<file path="src/rtl/hcr_pkg.sv">
package hcr_pkg;
    typedef enum logic [1:0] {
        RS_PASS = 2'd0,
        RS_UP   = 2'd1,
        RS_DOWN = 2'd2
    } rs_mode_e;
endpackage

</file>
<file path="src/rtl/hcr_ready_stage.sv">
module hcr_ready_stage #(
    parameter int W      = 32,
    parameter bit ENABLE = 1'b1
) (
    input  logic         clk,
    input  logic         rst_n,
    input  logic         up_valid,
    output logic         up_ready,
    input  logic [W-1:0] up_data,
    output logic         dn_valid,
    input  logic         dn_ready,
    output logic [W-1:0] dn_data
);
    generate
        if (ENABLE) begin : g_skid
            typedef struct packed {
                logic         v;
                logic [W-1:0] b;
            } skid_t;
            skid_t skid_d, skid_q;

            always_comb begin
                skid_d = skid_q;
                if (skid_q.v) begin
                    if (dn_ready) skid_d.v = 1'b0;
                end else if (up_valid && !dn_ready) begin
                    skid_d.v = 1'b1;
                    skid_d.b = up_data;
                end
            end

            always_ff @(posedge clk) begin
                if (!rst_n) skid_q <= '0;
                else        skid_q <= skid_d;
            end

            assign up_ready = !skid_q.v;
            assign dn_valid = skid_q.v || up_valid;
            assign dn_data  = skid_q.v ? skid_q.b : up_data;

            // a parked beat stays parked and unchanged until taken
            p_skid_hold_r11: assert property (@(posedge clk) disable iff (!rst_n)
                skid_q.v && !dn_ready |=> skid_q.v && $stable(skid_q.b));
        end else begin : g_wire
            assign up_ready = dn_ready;
            assign dn_valid = up_valid;
            assign dn_data  = up_data;
        end
    endgenerate
endmodule

</file>
<file path="src/rtl/hcr_pair_calc.sv">
module hcr_pair_calc
    import hcr_pkg::*;
#(
    parameter int BPS = 10,
    localparam int PW = 3 * BPS
) (
    input  logic [1:0]     mode,
    input  logic           alg,
    input  logic           site,
    input  logic [PW-1:0]  cur_p0,
    input  logic [PW-1:0]  cur_p1,
    input  logic           cur_eol,
    input  logic           line_start,
    input  logic [BPS-1:0] prev_c,
    input  logic [BPS-1:0] nxt_c0,
    input  logic [BPS-1:0] nxt_c1,
    output logic [PW-1:0]  out_p0,
    output logic [PW-1:0]  out_p1
);
    function automatic logic [BPS-1:0] avg2(input logic [BPS-1:0] a, input logic [BPS-1:0] b);
        logic [BPS:0] s;
        s = {1'b0, a} + {1'b0, b} + {{BPS{1'b0}}, 1'b1};
        return s[BPS:1];
    endfunction

    logic [BPS-1:0] y0, y1, ch0, ch1, cb0, cb1, cr0, cr1;
    logic [BPS-1:0] nb, nr, pr;
    localparam logic [BPS-1:0] ZERO = '0;

    always_comb begin
        y0  = cur_p0[BPS-1:0];
        y1  = cur_p1[BPS-1:0];
        ch0 = cur_p0[2*BPS-1:BPS];
        ch1 = cur_p1[2*BPS-1:BPS];
        cb0 = cur_p0[2*BPS-1:BPS];
        cb1 = cur_p1[2*BPS-1:BPS];
        cr0 = cur_p0[3*BPS-1:2*BPS];
        cr1 = cur_p1[3*BPS-1:2*BPS];
        nb  = cur_eol    ? ch0 : nxt_c0;
        nr  = cur_eol    ? ch1 : nxt_c1;
        pr  = line_start ? ch1 : prev_c;
        out_p0 = cur_p0;
        out_p1 = cur_p1;
        unique case (mode)
            RS_UP: begin
                if (!alg) begin
                    out_p0 = {ch1, ch0, y0};
                    out_p1 = {ch1, ch0, y1};
                end else if (site) begin
                    out_p0 = {avg2(pr, ch1), ch0, y0};
                    out_p1 = {ch1, avg2(ch0, nb), y1};
                end else begin
                    out_p0 = {ch1, ch0, y0};
                    out_p1 = {avg2(ch1, nr), avg2(ch0, nb), y1};
                end
            end
            RS_DOWN: begin
                if (!alg) begin
                    out_p0 = {ZERO, cb0, y0};
                    out_p1 = {ZERO, cr1, y1};
                end else begin
                    out_p0 = {ZERO, avg2(cb0, cb1), y0};
                    out_p1 = {ZERO, avg2(cr0, cr1), y1};
                end
            end
            default: begin
                out_p0 = cur_p0;
                out_p1 = cur_p1;
            end
        endcase
    end
endmodule

</file>
<file path="src/rtl/hcr_top.sv">
module hcr_top
    import hcr_pkg::*;
#(
    parameter int BPS        = 10,
    parameter bit READY_PIPE = 1'b1,
    localparam int PW        = 3 * BPS
) (
    input  logic          clk,
    input  logic          rst_n,
    input  logic [1:0]    cfg_mode,
    input  logic          cfg_alg,
    input  logic          cfg_site,
    input  logic [PW-1:0] s_tdata,
    input  logic          s_tvalid,
    output logic          s_tready,
    input  logic          s_tuser,
    input  logic          s_tlast,
    output logic [PW-1:0] m_tdata,
    output logic          m_tvalid,
    input  logic          m_tready,
    output logic          m_tuser,
    output logic          m_tlast
);
    localparam int BW = PW + 2;

    typedef struct packed {
        logic [PW-1:0] p0;
        logic [PW-1:0] p1;
        logic          sof;
        logic          eol;
    } pair_t;

    typedef struct packed {
        logic           half;
        logic [PW-1:0]  hold;
        logic           hold_sof;
        logic           pr_v;
        pair_t          pr;
        logic           c_v;
        pair_t          cur;
        logic [BPS-1:0] prev_c;
        logic           line_start;
        logic           o_v;
        logic           o_idx;
        pair_t          outp;
    } state_t;

    state_t st_d, st_q;

    logic [BW-1:0] in_bus, core_bus;
    logic          core_valid, core_ready;
    logic [PW-1:0] core_data, calc_p0, calc_p1;
    logic          core_user, core_last;
    logic          need_next, out_free, fire, move, take;

    assign in_bus = {s_tuser, s_tlast, s_tdata};

    hcr_ready_stage #(.W(BW), .ENABLE(READY_PIPE)) u_rdy (
        .clk      (clk),
        .rst_n    (rst_n),
        .up_valid (s_tvalid),
        .up_ready (s_tready),
        .up_data  (in_bus),
        .dn_valid (core_valid),
        .dn_ready (core_ready),
        .dn_data  (core_bus)
    );

    assign core_user = core_bus[BW-1];
    assign core_last = core_bus[BW-2];
    assign core_data = core_bus[PW-1:0];

    hcr_pair_calc #(.BPS(BPS)) u_calc (
        .mode       (cfg_mode),
        .alg        (cfg_alg),
        .site       (cfg_site),
        .cur_p0     (st_q.cur.p0),
        .cur_p1     (st_q.cur.p1),
        .cur_eol    (st_q.cur.eol),
        .line_start (st_q.line_start),
        .prev_c     (st_q.prev_c),
        .nxt_c0     (st_q.pr.p0[2*BPS-1:BPS]),
        .nxt_c1     (st_q.pr.p1[2*BPS-1:BPS]),
        .out_p0     (calc_p0),
        .out_p1     (calc_p1)
    );

    always_comb begin
        need_next  = (cfg_mode == RS_UP) && cfg_alg;
        out_free   = !st_q.o_v || (st_q.o_idx && m_tready);
        fire       = st_q.c_v && out_free && (st_q.cur.eol || !need_next || st_q.pr_v);
        move       = st_q.pr_v && (!st_q.c_v || fire);
        core_ready = !(st_q.half && st_q.pr_v);
        take       = core_valid && core_ready;

        st_d = st_q;

        // window: load the next pair, or empty after producing
        if (move) begin
            st_d.cur  = st_q.pr;
            st_d.c_v  = 1'b1;
            st_d.pr_v = 1'b0;
        end else if (fire) begin
            st_d.c_v = 1'b0;
        end

        // output slot: two beats per pair
        if (fire) begin
            st_d.outp.p0      = calc_p0;
            st_d.outp.p1      = calc_p1;
            st_d.outp.sof     = st_q.cur.sof;
            st_d.outp.eol     = st_q.cur.eol;
            st_d.o_v          = 1'b1;
            st_d.o_idx        = 1'b0;
            st_d.prev_c       = st_q.cur.p1[2*BPS-1:BPS];
            st_d.line_start   = st_q.cur.eol;
        end else if (st_q.o_v && m_tready) begin
            if (st_q.o_idx) st_d.o_v   = 1'b0;
            else            st_d.o_idx = 1'b1;
        end

        // pair assembler
        if (take) begin
            if (!st_q.half) begin
                st_d.hold     = core_data;
                st_d.hold_sof = core_user;
                st_d.half     = 1'b1;
            end else begin
                st_d.pr.p0  = st_q.hold;
                st_d.pr.p1  = core_data;
                st_d.pr.sof = st_q.hold_sof;
                st_d.pr.eol = core_last;
                st_d.pr_v   = 1'b1;
                st_d.half   = 1'b0;
            end
        end
    end

    always_ff @(posedge clk) begin
        if (!rst_n) begin
            st_q            <= '0;
            st_q.line_start <= 1'b1;
        end else begin
            st_q <= st_d;
        end
    end

    assign m_tvalid = st_q.o_v;
    assign m_tdata  = st_q.o_idx ? st_q.outp.p1 : st_q.outp.p0;
    assign m_tuser  = !st_q.o_idx && st_q.outp.sof;
    assign m_tlast  = st_q.o_idx && st_q.outp.eol;

    // stalled output holds its beat
    p_hold_r9: assert property (@(posedge clk) disable iff (!rst_n)
        m_tvalid && !m_tready |=> m_tvalid && $stable(m_tdata) && $stable(m_tuser) && $stable(m_tlast));

    // nothing is presented right after reset
    p_reset_r10: assert property (@(posedge clk) disable iff (!rst_n)
        $rose(rst_n) |-> !m_tvalid);

    // the first beat of a pair is always followed by its partner
    p_pair_r8: assert property (@(posedge clk) disable iff (!rst_n)
        m_tvalid && m_tready && !m_tlast && !st_q.o_idx |=> m_tvalid);

    // downsampled beats leave the second chroma lane empty
    p_down_lane_r6: assert property (@(posedge clk) disable iff (!rst_n)
        m_tvalid && (cfg_mode == RS_DOWN) |-> m_tdata[3*BPS-1:2*BPS] == '0);
endmodule

</file>
<file path="config.mk">
export PLATFORM = sky130hd
export DESIGN_NAME = hcr_top
export DESIGN_NICKNAME = d
export VERILOG_FILES = /design/src/rtl/hcr_pkg.sv /design/src/rtl/hcr_ready_stage.sv /design/src/rtl/hcr_pair_calc.sv /design/src/rtl/hcr_top.sv
export SDC_FILE = /design/constraint.sdc
export NUM_CORES = 1
export LEC_CHECK = 0
export ABC_AREA = 1
export BUFFER_PORTS_ARGS = -buffer_cell sky130_fd_sc_hd__buf_2
export CAP_MARGIN = 20
export CORE_ASPECT_RATIO = 1.5
export CORE_MARGIN = 10
export CORE_UTILIZATION = 45
export CTS_CLUSTER_DIAMETER = 150
export DETAILED_ROUTE_END_ITERATION = 6
export HOLD_SLACK_MARGIN = 0.08
export RECOVER_POWER = 100
export SLEW_MARGIN = 15
export SYNTH_ARGS = -nofsm -noshare
export SYNTH_HDL_FRONTEND = slang
export SYNTH_SLANG_ARGS = --single-unit
</file>
<file path="constraint.sdc">
create_clock -name clk -period 2 [get_ports clk]
set_input_delay 0.2 -clock clk [delete_from_list [all_inputs] [get_ports clk]]
set_output_delay 0.2 -clock clk [all_outputs]
set_load 0.02 [all_outputs]
</file>
==> Word level (Yosys, flattened, before mapping) <==
Index checks and enable logic that the tools add are counted.
{ "word_totals": {"regBits": 266, "output_inout_bits": 34, "wordCells": 93} }
{ "classes": {"addsub": 10, "n_eq_ne": 2, "mux": 25, "bitwise": 3, "reduce_logical": 30} }
{ "op_table": {"columns": ["cell", "n"], "rows": [
  ["two-way mux 30 bit", 5],
  ["two-way mux 63 bit", 2],
  ["case mux 30 bit (2 select lines)", 2],
  ["adder 10 x 10 -> 11 bit", 5],
  ["adder 11 x 1 -> 11 bit (second input constant)", 5],
  ["two-way mux 20 bit", 2],
  ["two-way mux 33 bit", 1],
  ["two-way mux 32 bit", 1],
  ["two-way mux 10 bit", 3],
  ["logical AND 1 bit", 11],
  ["AND reduction 2 bit", 4],
  ["two-way mux 1 bit", 7],
  ["logical NOT 1 bit", 6],
  ["nonzero test 2 bit", 3],
  ["logical OR 1 bit", 5],
  ["two-way mux 2 bit", 2],
  ["NOT 1 bit", 3],
  ["== test 2 x 1 -> 1 bit (second input constant)", 1],
  ["== test 2 bit (second input constant)", 1],
  ["OR reduction 2 bit", 1]
]} }

==> Depth between registers and ports, before layout <==
{ "logic_depth": {"word_depth": 11, "depth_mapped": 18, "depth_no_buf": 17} }

==> Cells and area by module <==
A second synthesis with hierarchy kept.
{ "hier_totals": {"hier_cells": 2279, "hier_area_um2": 14885.5} }
{ "modules_own_cells": {"columns": ["mod", "instances", "cells_per_inst", "area_each_um2"], "rows": [
  ["hcr_top", 1, 1189, 9068.7],
  ["hcr_pair_calc", 1, 742, 3806.2],
  ["hcr_ready_stage", 1, 348, 2010.7]
]} }

==> Worst setup path before layout <==
OpenSTA, ideal clock, no wires.
{ "synth_path": {"kind": "register to register", "from": "register, netlist name st_q[64]", "to": "register st_q[58] (netlist bit)", "arrival_time_ps": 1988, "setup_slack_ps": -110, "stages_incl_launch_ff": 14, "n_path_buf": 2, "path_cell_list": "dfxtp_1 clkbuf_1 clkbuf_1 nand2_1 o21ai_0 ha_1 a21oi_1 o21ai_0 nand2_1 nand2_1 nand2_1 nand2_1 o21ai_0 a21oi_1"} }
{ "synth_via": {"elab_chain_cells": 6} }
{ "synth_rtl": {"columns": ["item", "line_no", "text"], "rows": [
  ["two-way mux 10 bit", "hcr_pair_calc.sv:41", "pr = line_start ? ch1 : prev_c;"],
  ["adder 10 x 10 -> 11 bit", "hcr_pair_calc.sv:22", "s = {1'b0, a} + {1'b0, b} + {{BPS{1'b0}}, 1'b1};"],
  ["adder 11 x 1 -> 11 bit", "hcr_pair_calc.sv:22", null],
  ["two-way mux 30 bit", "hcr_pair_calc.sv:49", "end else if (site) begin"],
  ["two-way mux 30 bit", "hcr_pair_calc.sv:46", "if (!alg) begin"],
  ["case mux 30 bit (2 select lines)", "hcr_pair_calc.sv:44", "unique case (mode)"],
  ["end signal: assignment", "hcr_top.sv:144", "st_q <= st_d;"],
  ["end: declaration", "hcr_top.sv:48", "state_t st_d, st_q;"]
]} }
No other way between the ends.
A chain may end at the register's enable or synchronous reset.

==> Final worst setup path <==
{ "layout_path": {"from": "register st_q[75] (netlist bit)", "to": "register st_q[17] (netlist bit)"} }
{ "layout_via": {"elab_chain_cells": 6, "elab_cells_between_ends": 9} }
{ "layout_rtl": {"columns": ["item", "line_no", "text"], "rows": [
  ["two-way mux 10 bit", "hcr_pair_calc.sv:39", "nb = cur_eol ? ch0 : nxt_c0;"],
  ["adder 10 x 10 -> 11 bit", "hcr_pair_calc.sv:22", null],
  ["adder 11 x 1 -> 11 bit", "hcr_pair_calc.sv:22", null],
  ["two-way mux 30 bit", "hcr_pair_calc.sv:49", null],
  ["two-way mux 30 bit", "hcr_pair_calc.sv:46", null],
  ["case mux 30 bit (2 select lines)", "hcr_pair_calc.sv:44", null]
]} }
Parallel ways exist; a longest one is shown, timed or not.

==> key figures <==
Logic synthesis
  • Gate count of the mapped netlist: 1929
  • Yosys cell types: 40
  • Syn Std Cell Area: 13200 um^2
  • Post-synth EDFFs: 0
  • Largest family of logic cells by synthesized area: compound AO/OA/AOI/OAI gates
  • Synthesized area per cell: between 6 and 7 um^2
  • Compound-cell area share of the yosys netlist: a little under a quarter
  • Seq cells post-synth: roughly 270
  • Seq/Total Area, Yosys: about 40%
  • Post-synthesis mux area share: 0%
  • Top_reg_cell synth: dfxtp_1
  • Synth Net Count: slightly above 2000
  • Async SR Flop Fraction: 0%
  • Synth Area in XOR/XNOR: roughly 1.1%
  • Synth Area in Adders: 5.20%
  • Post-Synth Simple-Gate Area: between 20% and 30%
  • Synth Warn #: 0

Power
  • Internal power: ~0.0095 W
  • Sw frac: around a quarter
  • Power Dens Cells: 762 nW/um^2
  • Clock group share of total power: between 40% and 50%
  • Peak supply drop: 0.767 mV
  • P_sw: ~0.0034 W
  • Sequential share of power: between 40% and 50%
  • Comb pwr share: between 10% and 20%
  • PnR Total Power: ~0.013 W
  • Static Leak: approximately 7.2 nW

Critical path
  • FF-to-FF Start: st_q[75]
  • Setup crit start kind: flop
  • Worst Path Buf+Inv: 3
  • Critical Path RT: about 2.5 ns
  • Critical-path cell list: buf_12, inv_6, nand2_4, o21ai_4, ha_4, nand2_2, buf_4, or2_4, nand4_1, nand3_1, nand2_1, nand3_1, nand2_1, nand2_1
  • Worst EP arrival: approximately 2.5 ns
  • Path depth of the worst reg2reg path: 14
  • R2R setup slack: -0.008 ns
  • CP max stage delay: ~0.43 ns
  • Worst-path fanout max: 6
  • Most used cell, CP: nand2_1
  • Setup crit end kind: flop
  • R2r endpoint: st_q[17]
  • Crit-path leading delay family: simple AND/OR/NAND/NOR gates
  • CP Class: reg2reg
  • CP max-delay cell: dfxtp_4

Die
  • Die W: between 150 and 200 um
  • Site Rows: 76
  • Initial Utilization: 45.7%
  • Core area: a little under 30000 um^2
  • DIE AREA: approximately 37000 um^2
  • # IOs: 74
  • Die H: 230 um

Detailed routing
  • Drt wl/cell: between 15 and 20 um
  • Vias: 13200
  • Routed WL: approximately 44000 um
  • Post-DRT Antenna Nets: 0
  • DRC: 0
  • Routed vias/inst: 5.20
  • DRT iter0 DRCs: a little under 800
  • Initial DRT Pass Iterations: 6

Place
  • Placer Congestion: between 0.9 and 1
  • Post-DP Area: ~15000 um^2
  • Placed wire-length estimate: 32800 um
  • IO buf count: 73

CTS
  • Clock sinks: 266
  • Clk root buf: clkbuf_16
  • H-tree levels: 1
  • Cts bufs inserted: 26
  • Clk slew on worst S/H paths: around 0.060 ns
  • Skew-Pair Late Insertion Delay: between 0.5 and 0.6 ns
  • Clk buf depth: 3
  • CTS tree: built

STA
  • Period minus WS final: around 2 ns
  • Final setup fails: 1
  • Slew @ Worst Pin: 0.935 ns
  • Setup ws final: -0.00818 ns
  • Clk_skew: 0.00941 ns
  • Final period utilization: 100%
  • RSZ-0062 raised after global routing: true
  • Worst rel slew slack: a little under two fifths
  • Max-slew violation count: 0
  • Hold Fails Final Rpt: 0
  • Max Fclk: 498 MHz

GRT
  • Initial antenna violation count: 0
  • Vias in the first global route: 12400
  • Total track usage: 22.7%
  • Largest net degree at the start of global routing: 73
  • Global route overflow: 0
  • First-pass GRT wire length: about 68000 um

Min path
  • Worst hold start: cfg_site
  • Hold Crit Depth: 6
  • Worst Hold End: st_q[29]
  • Worst hold path type: in2reg

Layout
  • Layout cell share with drive strength beyond 1: 20.3%
  • Finished Core Util: approximately three fifths
  • Post-route design area: approximately 17000 um^2
  • # nets final: ~2200
  • ANT cells: 0
  • Area delta synth->final: 28.1%

Run
  • Max-cap violations: 0

Status
  • Failing checks: setup timing
  • Status: finished with violations
[repair_timing]
action	CTS	global route
hold endpoints to repair	47	0
hold buffers	35	0
cloned	1	0
gates resized for setup	40	160
setup buffers	5	13
pin swaps	13	55
endpoints found under the setup margin	37	46
[state kept, by name, indices dropped and copies added (netlist names)]
name and count:
st_q 232, m_tvalid 1, u_rdy.g_skid.skid_q 33
[metal layers]
metal | share of wire, % | routed length [um] | GRT usage [%] | vias up
li1 | - | - | - | 6725
met2 | 49 | 21700 | 40.2 | 349
met1 | 42 | 18400 | 26.9 | 6053
met4 | 4.9 | 2150 | 9.84 | 0
met3 | 4.5 | 1980 | 2.90 | 89
met5 | 0 | 0 | 0 | -
[synthesized netlist by cell type (9+ instances only)]
| master | instances | area, um^2 |
|---|---|---|
| a21oi_1 | 234 | 1170 |
| buf_2 | 34 | 170 |
| clkbuf_1 | 56 | 210 |
| dfxtp_1 | 266 | 5330 |
| ha_1 | 47 | 588 |
| inv_1 | 184 | 691 |
| inv_2 | 9 | 33.8 |
| nand2_1 | 419 | 1570 |
| nand3_1 | 62 | 310 |
| nor2_1 | 205 | 769 |
| o21ai_0 | 297 | 1490 |
| o22ai_1 | 24 | 150 |
| xor2_1 | 10 | 87.6 |
[metrics by stage]
| stage | std cells | setup TNS (ns) | setup slack (ns) | hold slack (ns) |
|---|---|---|---|---|
| 6_report | 2541 | -0.00818 | -0.00818 | 0.235 |
| 5_1_grt | 2541 | -1.73 | -0.124 | 0.266 |
| 4_1_cts | 2527 | -0.00309 | -0.00211 | 0.205 |
| 3_5_place_dp | 2441 | -2.86 | -0.217 | 0.444 |
| 3_3_place_gp | 2441 | -1.71 | -0.175 | 0.438 |
| 2_1_floorplan | 1929 | 0 | 0.00373 | 0.342 |
[placed cells by master (no fill, tap or decap), types with 4 or more instances in the layout]
| master | instances |
|---|---|
| nand2_1 | 373 |
| o21ai_0 | 272 |
| dfxtp_1 | 260 |
| a21oi_1 | 219 |
| nor2_1 | 194 |
| inv_1 | 180 |
| buf_4 | 145 |
| buf_2 | 71 |
| nand3_1 | 54 |
| nand2_2 | 45 |
| dlygate4sd3_1 | 35 |
| ha_1 | 32 |
| clkbuf_16 | 27 |
| o22ai_1 | 24 |
| a21oi_2 | 15 |
| ha_4 | 15 |
| buf_6 | 14 |
| inv_2 | 13 |
| o21ai_2 | 11 |
| o21ai_1 | 10 |
| nand3_2 | 9 |
| xor2_1 | 9 |
| nor2_2 | 8 |
| nand4_1 | 8 |
| clkbuf_1 | 8 |
| nor2_4 | 7 |
| o211ai_1 | 7 |
| buf_12 | 7 |
| xnor2_1 | 6 |
| o21bai_1 | 6 |
| o21ai_4 | 5 |
| nor3_1 | 5 |
| fa_2 | 5 |
| bufinv_16 | 5 |
| clkbuf_2 | 4 |
| dfxtp_2 | 4 |
[tightest hold or removal path: stages]
cell	delay [ns]
buf_2	0.09
nor2_1	0.07
inv_2	0.17
a21oi_1	0.09
nand2_1	0.06
a21oi_1	0.05
[power groups by stage]
stage | registers [W] | logic [W] | clock network, W
2_1_floorplan | 0.00574 | 0.00102 | 0
3_3_place_gp | 0.00578 | 0.00169 | 0
3_5_place_dp | 0.00578 | 0.00170 | 0
4_1_cts | 0.00567 | 0.00178 | 0.00540
5_1_grt | 0.00570 | 0.00213 | 0.00560
6_report | 0.00568 | 0.00194 | 0.00530
[cells by family (layout without fill, tap and decap cells)]
| family | after synthesis | count (layout) |
|---|---|---|
| adders and majority gates | 52 | 52 |
| buffers and inverters | 300 | 522 |
| xor gates and xnor gates | 16 | 16 |
| DFF | 266 | 266 |
| and+or+nand+nor | 714 | 714 |
| AOI/OAI and AO/OA | 581 | 581 |
[area by class of cell]
| class | instances | area (um^2) |
|---|---|---|
| fillers | 2827 | 12000 |
| multi-input cells | 1363 | 7300 |
| flip-flops and latches | 266 | 5340 |
| repair buffers | 280 | 2150 |
| inverters | 195 | 737 |
| clock buffers | 35 | 726 |
| well taps | 390 | 488 |
| clock inverters | 11 | 189 |
| repair inverters | 1 | 8.76 |
[worst max-delay path by stage]
stage,start,to,slack (ns),depth (start not counted)
2_1_floorplan,st_q[75],st_q[17],0.004,14
3_3_place_gp,st_q[75],st_q[19],-0.18,14
3_5_place_dp,st_q[75],st_q[31],-0.22,13
4_1_cts,st_q[75],st_q[30],-0.002,14
5_1_grt,st_q[75],st_q[18],-0.12,16
6_report,st_q[75],st_q[17],-0.008,14
(Power assumes the default switching activity.)
